$ cat src/rtl/scan_pkg.sv
`timescale 1ns/1ps
package scan_pkg;

  // Field order follows the mode word bit positions (MSB first)
  typedef struct packed {
    logic       en;       // 15
    logic       deep;     // 14: 1 = 8 bits per pixel
    logic       irq_en;   // 13
    logic [1:0] grp;      // 12:11 colour group for 4-bit pixels
    logic [4:0] top;      // 10:6 blanked lines at top
    logic [4:0] bot;      // 5:1 blanked lines at bottom
    logic       front;    // 0 shown half
  } scan_mode_t;

  localparam int MODE_W = $bits(scan_mode_t);
  localparam int BYTE_W = 8;
  localparam int NIB_W  = 4;
  localparam int CIDX_W = 8;

endpackage

$ cat src/rtl/scan_rst_sync.sv
`timescale 1ns/1ps
module scan_rst_sync (
  input  logic clk,
  input  logic rst_n_in,
  output logic rst_n_out
);
  logic [1:0] sync_q;

  always_ff @(posedge clk or negedge rst_n_in) begin
    if (!rst_n_in) sync_q <= '0;
    else           sync_q <= {sync_q[0], 1'b1};
  end

  assign rst_n_out = sync_q[1];
endmodule

$ cat src/rtl/scan_timing.sv
`timescale 1ns/1ps
module scan_timing #(
  parameter int H_TOTAL = 416,
  parameter int V_TOTAL = 262,
  parameter int HW      = $clog2(H_TOTAL),
  parameter int VW      = $clog2(V_TOTAL)
) (
  input  logic          clk,
  input  logic          rst_n,
  output logic [HW-1:0] hcnt,
  output logic [VW-1:0] vcnt,
  output logic          line_first,
  output logic          line_last
);
  localparam logic [HW-1:0] H_LAST = HW'(H_TOTAL - 1);
  localparam logic [VW-1:0] V_LAST = VW'(V_TOTAL - 1);

  logic [HW-1:0] h_q, h_nxt;
  logic [VW-1:0] v_q, v_nxt;
  logic          tick_en;

  assign tick_en = 1'b1;

  always_comb begin
    h_nxt = h_q;
    v_nxt = v_q;
    if (tick_en) begin
      if (h_q == H_LAST) begin
        h_nxt = '0;
        v_nxt = (v_q == V_LAST) ? '0 : v_q + VW'(1);
      end else begin
        h_nxt = h_q + HW'(1);
      end
    end
  end

  always_ff @(posedge clk or negedge rst_n) begin
    if (!rst_n) begin
      h_q <= '0;
      v_q <= '0;
    end else begin
      h_q <= h_nxt;
      v_q <= v_nxt;
    end
  end

  assign hcnt       = h_q;
  assign vcnt       = v_q;
  assign line_first = (h_q == '0);
  assign line_last  = (h_q == H_LAST);
endmodule

$ cat src/rtl/scan_ctrl.sv
`timescale 1ns/1ps
module scan_ctrl
  import scan_pkg::*;
#(
  parameter int V_ACT = 240,
  parameter int VW    = 9,
  parameter int OFS_W = 16
) (
  input  logic             clk,
  input  logic             rst_n,
  input  logic             mode_we,
  input  logic [MODE_W-1:0] mode_wdata,
  input  logic             offs_we,
  input  logic [OFS_W-1:0] offs_wdata,
  input  logic             line_first,
  input  logic             line_last,
  input  logic [VW-1:0]    vcnt,
  output scan_mode_t       act_mode,
  output logic [OFS_W-1:0] act_offs,
  output logic             vblank
);
  localparam int CW = ((VW > 5) ? VW : 5) + 1;

  scan_mode_t       shadow_q, shadow_nxt, act_q, act_nxt;
  logic [OFS_W-1:0] offs_sh_q, offs_sh_nxt, offs_q, offs_nxt;
  logic             vbl_q, vbl_nxt;
  logic [CW-1:0]    v_ext, set_line, clr_line;

  assign v_ext    = CW'(vcnt);
  assign set_line = CW'(V_ACT) - CW'(act_q.bot);
  assign clr_line = CW'(act_q.top);

  always_comb begin
    shadow_nxt  = shadow_q;
    offs_sh_nxt = offs_sh_q;
    act_nxt     = act_q;
    offs_nxt    = offs_q;
    vbl_nxt     = vbl_q;
    if (mode_we) shadow_nxt  = scan_mode_t'(mode_wdata);
    if (offs_we) offs_sh_nxt = offs_wdata;
    // shadow copied at the wrap: old shadow value, a write on this clock waits
    if (line_last) begin
      act_nxt  = shadow_q;
      offs_nxt = offs_sh_q;
    end
    if (line_first) begin
      if (v_ext == set_line)      vbl_nxt = 1'b1;
      else if (v_ext == clr_line) vbl_nxt = 1'b0;
    end
  end

  always_ff @(posedge clk or negedge rst_n) begin
    if (!rst_n) begin
      shadow_q  <= '0;
      offs_sh_q <= '0;
      act_q     <= '0;
      offs_q    <= '0;
      vbl_q     <= 1'b0;
    end else begin
      shadow_q  <= shadow_nxt;
      offs_sh_q <= offs_sh_nxt;
      act_q     <= act_nxt;
      offs_q    <= offs_nxt;
      vbl_q     <= vbl_nxt;
    end
  end

  assign act_mode = act_q;
  assign act_offs = offs_q;
  assign vblank   = vbl_q;
endmodule

$ cat src/rtl/scan_fetch.sv
`timescale 1ns/1ps
module scan_fetch
  import scan_pkg::*;
#(
  parameter int H_ACT = 320,
  parameter int V_ACT = 240,
  parameter int HW    = 9,
  parameter int VW    = 9,
  parameter int OFS_W = 16
) (
  input  logic              clk,
  input  logic              rst_n,
  input  logic [HW-1:0]     hcnt,
  input  logic [VW-1:0]     vcnt,
  input  logic              en,
  input  logic              deep,
  input  logic [1:0]        grp,
  input  logic [4:0]        top,
  input  logic [4:0]        bot,
  input  logic              front,
  input  logic [OFS_W-1:0]  offs,
  input  logic [BYTE_W-1:0] fb_rdata,
  output logic [OFS_W:0]    fb_addr,
  output logic [CIDX_W-1:0] cram_addr
);
  localparam int SW    = OFS_W + 1;
  localparam int CW    = ((VW > 5) ? VW : 5) + 1;
  localparam int NNIB  = BYTE_W / NIB_W;

  logic [CW-1:0]    v_ext, top_ext, bot_ext, rel;
  logic             in_h, in_v, vis;
  logic [SW-1:0]    sum;
  logic [OFS_W-1:0] byte_idx;

  // stage 1: state of the dot whose framebuffer byte is arriving
  logic             s1_vis_q, s1_deep_q, s1_odd_q;
  logic [1:0]       s1_grp_q;
  logic             s1_vis_nxt, s1_deep_nxt, s1_odd_nxt;
  logic [1:0]       s1_grp_nxt;

  logic [NIB_W-1:0] nib_opt [NNIB];
  logic [NIB_W-1:0] nib_sel;

  assign v_ext   = CW'(vcnt);
  assign top_ext = CW'(top);
  assign bot_ext = CW'(bot);
  assign in_h    = (hcnt < HW'(H_ACT));
  assign in_v    = (v_ext < CW'(V_ACT)) && (v_ext >= top_ext) &&
                   ((v_ext + bot_ext) < CW'(V_ACT));
  assign vis     = en && in_h && in_v;
  assign rel     = v_ext - top_ext;

  always_comb begin
    sum      = SW'(offs) + SW'(rel) * SW'(H_ACT) + SW'(hcnt);
    byte_idx = deep ? sum[OFS_W-1:0] : sum[OFS_W:1];
  end

  assign fb_addr = {front, byte_idx};

  always_comb begin
    s1_vis_nxt  = vis;
    s1_deep_nxt = deep;
    s1_odd_nxt  = sum[0];
    s1_grp_nxt  = grp;
  end

  always_ff @(posedge clk or negedge rst_n) begin
    if (!rst_n) begin
      s1_vis_q  <= 1'b0;
      s1_deep_q <= 1'b0;
      s1_odd_q  <= 1'b0;
      s1_grp_q  <= '0;
    end else begin
      s1_vis_q  <= s1_vis_nxt;
      s1_deep_q <= s1_deep_nxt;
      s1_odd_q  <= s1_odd_nxt;
      s1_grp_q  <= s1_grp_nxt;
    end
  end

  // nibble slices, index 0 = low nibble
  for (genvar n = 0; n < NNIB; n++) begin : g_nib
    assign nib_opt[n] = fb_rdata[n*NIB_W +: NIB_W];
  end

  // even sum takes the high nibble (left dot of the pair)
  assign nib_sel = s1_odd_q ? nib_opt[0] : nib_opt[NNIB-1];

  always_comb begin
    if (!s1_vis_q)      cram_addr = '0;
    else if (s1_deep_q) cram_addr = fb_rdata;
    else                cram_addr = {2'b00, s1_grp_q, nib_sel};
  end
endmodule

$ cat src/rtl/fb_scanout.sv
`timescale 1ns/1ps
module fb_scanout
  import scan_pkg::*;
#(
  parameter int H_TOTAL = 416,
  parameter int H_ACT   = 320,
  parameter int V_TOTAL = 262,
  parameter int V_ACT   = 240,
  parameter int OFS_W   = 16,
  parameter int COL_W   = 16,
  localparam int HW     = $clog2(H_TOTAL),
  localparam int VW     = $clog2(V_TOTAL)
) (
  input  logic              clk,
  input  logic              rst_n,
  input  logic              mode_we,
  input  logic [15:0]       mode_wdata,
  input  logic              offs_we,
  input  logic [OFS_W-1:0]  offs_wdata,
  output logic [OFS_W:0]    fb_addr,
  input  logic [7:0]        fb_rdata,
  output logic [7:0]        cram_addr,
  input  logic [COL_W-1:0]  cram_rdata,
  output logic [COL_W-1:0]  pix_color,
  output logic [HW-1:0]     hcount,
  output logic [VW-1:0]     vcount,
  output logic              vblank,
  output logic              vint_req,
  output logic              back_half
);
  logic             rst_int_n;
  logic             line_first, line_last;
  scan_mode_t       act_mode;
  logic [OFS_W-1:0] act_offs;
  logic [COL_W-1:0] pix_q, pix_nxt;
  logic             vbl;

  scan_rst_sync u_rst (
    .clk       (clk),
    .rst_n_in  (rst_n),
    .rst_n_out (rst_int_n)
  );

  scan_timing #(
    .H_TOTAL (H_TOTAL),
    .V_TOTAL (V_TOTAL),
    .HW      (HW),
    .VW      (VW)
  ) u_timing (
    .clk        (clk),
    .rst_n      (rst_int_n),
    .hcnt       (hcount),
    .vcnt       (vcount),
    .line_first (line_first),
    .line_last  (line_last)
  );

  scan_ctrl #(
    .V_ACT (V_ACT),
    .VW    (VW),
    .OFS_W (OFS_W)
  ) u_ctrl (
    .clk        (clk),
    .rst_n      (rst_int_n),
    .mode_we    (mode_we),
    .mode_wdata (mode_wdata),
    .offs_we    (offs_we),
    .offs_wdata (offs_wdata),
    .line_first (line_first),
    .line_last  (line_last),
    .vcnt       (vcount),
    .act_mode   (act_mode),
    .act_offs   (act_offs),
    .vblank     (vbl)
  );

  scan_fetch #(
    .H_ACT (H_ACT),
    .V_ACT (V_ACT),
    .HW    (HW),
    .VW    (VW),
    .OFS_W (OFS_W)
  ) u_fetch (
    .clk       (clk),
    .rst_n     (rst_int_n),
    .hcnt      (hcount),
    .vcnt      (vcount),
    .en        (act_mode.en),
    .deep      (act_mode.deep),
    .grp       (act_mode.grp),
    .top       (act_mode.top),
    .bot       (act_mode.bot),
    .front     (act_mode.front),
    .offs      (act_offs),
    .fb_rdata  (fb_rdata),
    .fb_addr   (fb_addr),
    .cram_addr (cram_addr)
  );

  assign pix_nxt = cram_rdata;

  always_ff @(posedge clk or negedge rst_int_n) begin
    if (!rst_int_n) pix_q <= '0;
    else            pix_q <= pix_nxt;
  end

  assign pix_color = pix_q;
  assign vblank    = vbl;
  assign vint_req  = vbl & act_mode.irq_en;
  assign back_half = ~act_mode.front;
endmodule

$ cat config.mk
export PLATFORM = sky130hd
export DESIGN_NAME = fb_scanout
export DESIGN_NICKNAME = d
export VERILOG_FILES = /design/src/rtl/scan_pkg.sv /design/src/rtl/scan_rst_sync.sv /design/src/rtl/scan_timing.sv /design/src/rtl/scan_ctrl.sv /design/src/rtl/scan_fetch.sv /design/src/rtl/fb_scanout.sv
export SDC_FILE = /design/constraint.sdc
export NUM_CORES = 1
export LEC_CHECK = 0
export ABC_CLOCK_PERIOD_IN_PS = 7940
export CELL_PAD_IN_SITES_DETAIL_PLACEMENT = 1
export CELL_PAD_IN_SITES_GLOBAL_PLACEMENT = 1
export CORE_AREA = 5 5 129 131
export CTS_CLUSTER_DIAMETER = 200
export DETAILED_ROUTE_END_ITERATION = 12
export DIE_AREA = 0 0 134 136
export PLACE_DENSITY_LB_ADDON = 0.15
export SLEW_MARGIN = 15
export SYNTH_ARGS = -nofsm -noshare
export SYNTH_HDL_FRONTEND = slang
export SYNTH_HIERARCHICAL = 1
export SYNTH_SLANG_ARGS = --single-unit
$ cat constraint.sdc
create_clock -name clk -period 7.94 [get_ports clk]
set_input_delay 1.985 -clock clk [delete_from_list [all_inputs] [get_ports clk]]
set_output_delay 1.985 -clock clk [all_outputs]
set_load 0.01 [all_outputs]
; ---- After elaboration in Yosys (flattened, before gate mapping)
; Index checks and enable logic that the tools add are counted.
[totals]
wordCells = 58
output_inout_bits = 62
inputBits = 60
regBits = 106
[classes]
n_bitwise = 2
eq_ne = 4
n_addsub = 7
mux = 8
n_mul = 1
order_cmp = 4
n_reduce_logical = 7
[ops]
columns = op, count
row1 = adder 9 x 1 -> 9 bit (second input constant), 2
row2 = equality test 9 bit (second input constant), 2
row3 = 2-to-1 mux 9 bit, 2
row4 = adder 16 x 17 -> 17 bit, 1
row5 = adder 17 x 9 -> 17 bit, 1
row6 = 2-to-1 mux 16 bit, 1
row7 = 2-to-1 mux 8 bit, 2
row8 = multiplier 10 x 3 -> 11 bit (second input constant), 1
row9 = adder 9 x 5 -> 10 bit, 1
row10 = equality test 9 x 10 -> 1 bit, 1
row11 = less-than comparator 10 x 8 -> 1 bit (second input constant), 1
row12 = subtractor 9 x 5 -> 10 bit, 1
row13 = equality test 9 x 5 -> 1 bit, 1
row14 = greater-or-equal comparator 9 x 5 -> 1 bit, 1
row15 = logical NOT 9 bit, 1
row16 = less-than comparator 9 x 8 -> 1 bit (second input constant), 1
row17 = less-than comparator 9 bit (second input constant), 1
row18 = subtractor 8 x 5 -> 9 bit (first input constant), 1
row19 = logical AND 1 bit, 4
row20 = 2-to-1 mux 4 bit, 1
row21 = 2-to-1 mux 1 bit, 2
row22 = AND reduction 2 bit, 1
row23 = nonzero test 2 bit, 1
row24 = bitwise AND 1 bit, 1
row25 = inverter 1 bit, 1

; ---- Longest topological paths before layout
[depth]
word_depth = 5
ltp_mapped = 23
ltp_nobuf = 23

; ---- By module
; The synthesis kept the hierarchy.
[modules_own_cells]
columns = mod, seq_area_each_um2, cells_per_inst, area_each_um2, instances
row1 = scan_ctrl, 1626.6, 171, 2606.2, 1
row2 = scan_fetch, 125.1, 262, 2162.1, 1
row3 = scan_timing, 450.4, 94, 952.2, 1
row4 = fb_scanout, 400.4, 18, 410.4, 1
row5 = scan_rst_sync, 50.0, 3, 53.8, 1

; ---- Least setup slack after synthesis
; No wires, ideal clock.
[synth_timing]
kind = register to output
startpoint = register u_timing.v_q[0], in the netlist u_timing/vcnt[0]
endpoint = output fb_addr[15]
t_required_ns = 5.955
path_slack_ns = 1.596
arrival_ns = 4.359
stages_incl_launch_ff = 21
path_cell_list = dfrtp_1 > inv_1 > ha_1 > fa_1 > nor2b_4 > o31a_4 > a21oi_1 > ha_1 > fa_1 > a21o_1 > a21oi_1 > xnor2_1 > ha_1 > ha_1 > o21a_1 > o21ai_0 > nand2b_1 > a21oi_1 > a31oi_2 > xnor2_2 > mux2i_1
[synth_between]
elab_chain_cells = 5
[synth_rtl]
columns = element, line
row1 = "start, declared", scan_timing.sv:19  ; logic [VW-1:0] v_q, v_nxt;
row2 = "start signal, assigned", scan_timing.sv:43  ; v_q <= v_nxt;
row3 = subtractor 9 x 5 -> 10 bit, scan_fetch.sv:51  ; assign rel = v_ext - top_ext;
row4 = multiplier 10 x 3 -> 11 bit, scan_fetch.sv:54  ; sum = SW'(offs) + SW'(rel) * SW'(H_ACT) + SW'(hcnt);
row5 = adder 16 x 17 -> 17 bit, scan_fetch.sv:54
row6 = adder 17 x 9 -> 17 bit, scan_fetch.sv:54
row7 = 2-to-1 mux 16 bit, scan_fetch.sv:55  ; byte_idx = deep ? sum[OFS_W-1:0] : sum[OFS_W:1];
row8 = "end, declared", fb_scanout.sv:20  ; output logic [OFS_W:0] fb_addr,
; Every way passes these cells.

; ---- Worst setup path in the final report
; Same ends and word-level chain as after synthesis.

==> impl_metrics.yaml <==
setup_path:
  crit_arrival_ns: 5.51
  cp-end-kind: "output port"
  cp-start-kind: "register"
  worst-path-max-fanout: 11
  critPathKind: "reg2out"
  crit_required_ns: 5.96
logic_synthesis:
  syn_area_sq_um: 6180
  ys_seq_area_frac: 0.429
  synth_seq_cells: 106
  synth_adder_area_share: 0.131
  netlist_instances: 548
  synth_edf_count: 0
  syn_area_per_cell_sq_um: 11.3
  synth-async-reset-ratio: 1.00
  synth_area_leaders: "dfrtp_1 (43%), mux2_2 (12%), ha_1 (11%), xnor2_1 (4.2%), a21oi_1 (2.4%)"
  synth_compound_area_frac: 0.0947
  synth_mux_area_frac: 0.142
  synthFlopType: "dfrtp_1"
  synth_top_area_share: 0.429
  yosysTopAreaCell: "dfrtp_1"
  synth-warning-count: 6
  synth-simple-area-share: 0.0991
  synth_top_family_by_area: "multiplexers"
  syn_nets: 669
  ys_types: 58
  synth_xor_area_frac: 0.0728
routing:
  vias: 4535
  drc: 0
  wl_per_cell_um: 17.1
  drt_first_pass_iters: 4
  drt_iter0_drc: 106
  routed_wl_mm: 14.8
  routed_via_density: 5.25
  antenna_left: 0
min_path:
  hp-class: "reg2async"
place:
  port_buffers: 121
  placedInstanceArea_sq_um: 7580
  dp_hpwl_mm: 11.3
  gp_congestion: 0.849
  place_inst: 847
global_routing:
  grt_pass1_vias: 4877
  grt_pass1_wl_mm: 24.2
  grt_usage: 0.165
  grt_start_max_net_pins: 81
  antenna_found_initial: 1
  grt-ovfl-total: 0
sta:
  min_period_ns: 7.50
  worst_pin_slew_ns: 0.996
  fin_skew_ns: 0.00966
  period_share: 0.944
  grt_setup_unrepaired: "false"
  slew-limit-headroom: 0.336
  fin_tns_setup_ns: 0
  hold_violations: 0
  max_freq_ghz: 0.133
  slew_viol_final: 0
  setup_viol: 0
floorplanning:
  dieArea_sq_um: 18200
  chipHeight_um: 136
  fp.coreArea_sq_um: 15500
  ios: 122
  die_w_um: 134
  start_util: 0.399
  row_count: 46
clock_network:
  cts_sinks: 106
  path_clk_slew_ns: 0.07
  clk_path_buf_depth: 2
  cts_setup_buffers: 0
  cts_tree: "yes"
  clk_latency_ns: 0.35
  post_cts_resized: 0
  cts_buffers: 9
  cts.hold.buffers_added: 0
  clock-root-buffer: "clkbuf_16"
  htreeDepth: 3
cells_and_area:
  mostFrequentLayoutCells: "clkdlybuf4s50_1 (121), dfrtp_1 (104), mux2_2 (67)"
  drive_gt1_frac: 0.150
  final_common_cell: "clkdlybuf4s50_1"
  instances_no_fill: 864
  diodes: 0
  synthToLayoutAreaGrowth_pct: 27.4
  final_nets: 788
  num-fill-cells: 1628
  design_area_sq_um: 7880
power_and_ir_drop:
  p_per_area_nw_per_um2: 136
  peakVddDrop_mv: 0.117
  leakagePower_uw: 0.00362
job:
  drv_cap: 0
outcome:
  status: "finished, final reports clean"
[cells by family (layout without fill, tap and decap cells)]
logic type / count (synthesis) / in the layout
flip-flops: 106 / 106
XOR/XNOR: 49 / 49
adder cells (fa/ha/maj): 61 / 61
AO/OA/AOI/OAI: 95 / 95
other: 1 / 1
AND/OR/NAND/NOR: 110 / 110
multiplexers: 79 / 79
buffers and inverters: 47 / 171
[routing by layer]
| metal | track usage | up-vias | wire length, um |
|---|---|---|---|
| met5 | 0 | - | 0 |
| met4 | 0.0400 | 0 | 169 |
| met3 | 0.0611 | 15 | 1150 |
| met2 | 0.281 | 111 | 7220 |
| met1 | 0.199 | 2234 | 6240 |
| li1 | - | 2175 | - |
[synthesized netlist by cell type, drive strengths merged (8+ instances only)]
cell type	number
mux2i	11
xnor2	31
buf	10
nand2	31
a21oi	30
o21ai	32
nand3	11
dfrtp	106
mux2	68
xor2	17
inv	31
ha	55
nor2	20
nor2b	8
[stage by stage]
| step | total power, uW | utilization | hold slack (ns) | setup WS (ns) |
|---|---|---|---|---|
| after floorplan | 607 | - | 0.331 | 1.60 |
| after global placement | 652 | 0.490 | 0.223 | 0.909 |
| after detailed placement | 655 | 0.490 | 0.225 | 0.795 |
| after CTS | 1090 | 0.507 | 0.234 | 0.389 |
| after global routing | 1120 | 0.509 | 0.260 | 0.0429 |
| final | 1070 | 0.509 | 0.222 | 0.442 |
[final timing paths]
path                       slack (ns)  depth (start not counted)              from          endpoint
max in group asynchronous        6.02                          1             rst_n   u_rst/sync_q[1]
hold / removal                   0.22                          0   u_rst/sync_q[1]     pix_color[15]
setup / recovery                 0.44                         21  u_timing/vcnt[0]       fb_addr[15]
hold reg to reg                  0.22                          0   u_rst/sync_q[1]     pix_color[15]
min in group clk                 0.36                          0   u_rst/sync_q[0]   u_rst/sync_q[1]
setup reg to reg                 5.61                          5  u_timing/hcnt[0]  u_timing/vcnt[3]
[registers in the layout (all words and copies together) (netlist names), 9 cells and up]
| register | count |
|---|---|
| pix_color | 16 |
| u_ctrl/act_mode | 16 |
| u_ctrl/act_offs | 16 |
| u_ctrl/offs_sh_q | 16 |
| u_ctrl/shadow_q | 16 |
| u_timing/hcnt | 9 |
| u_timing/vcnt | 9 |
[critical path: stages (launching register included)]
cell	delay [ns]
dfrtp_1	0.56
inv_1	0.10
ha_1	0.23
fa_1	0.45
nor2b_4	0.14
o21ai_0	0.08
a21oi_1	0.20
ha_1	0.30
fa_1	0.47
a21o_1	0.20
a21oi_1	0.22
xnor2_1	0.15
ha_1	0.25
ha_1	0.35
o21a_1	0.14
o21ai_0	0.15
nand2b_1	0.08
a21oi_1	0.18
a31oi_2	0.07
xnor2_2	0.15
mux2i_1	0.12
clkdlybuf4s50_1	0.56
[area by class of cell]
class	count	area (sq um)	share of cell area
clock buffers	11	233	0.0295
clock inverters	5	42.5	0.00540
inverters	31	116	0.0148
multi-input cells	395	3340	0.424
flip-flops and latches	106	2660	0.337
well taps	192	240	0.0305
repair buffers	124	1250	0.158
[power by group]
part	internal [uW]	switching, uW
Clock	218	207
Combinational	48.0	23.5
Sequential	560	11.7
Note: power is estimated with default switching activity, not from simulation.
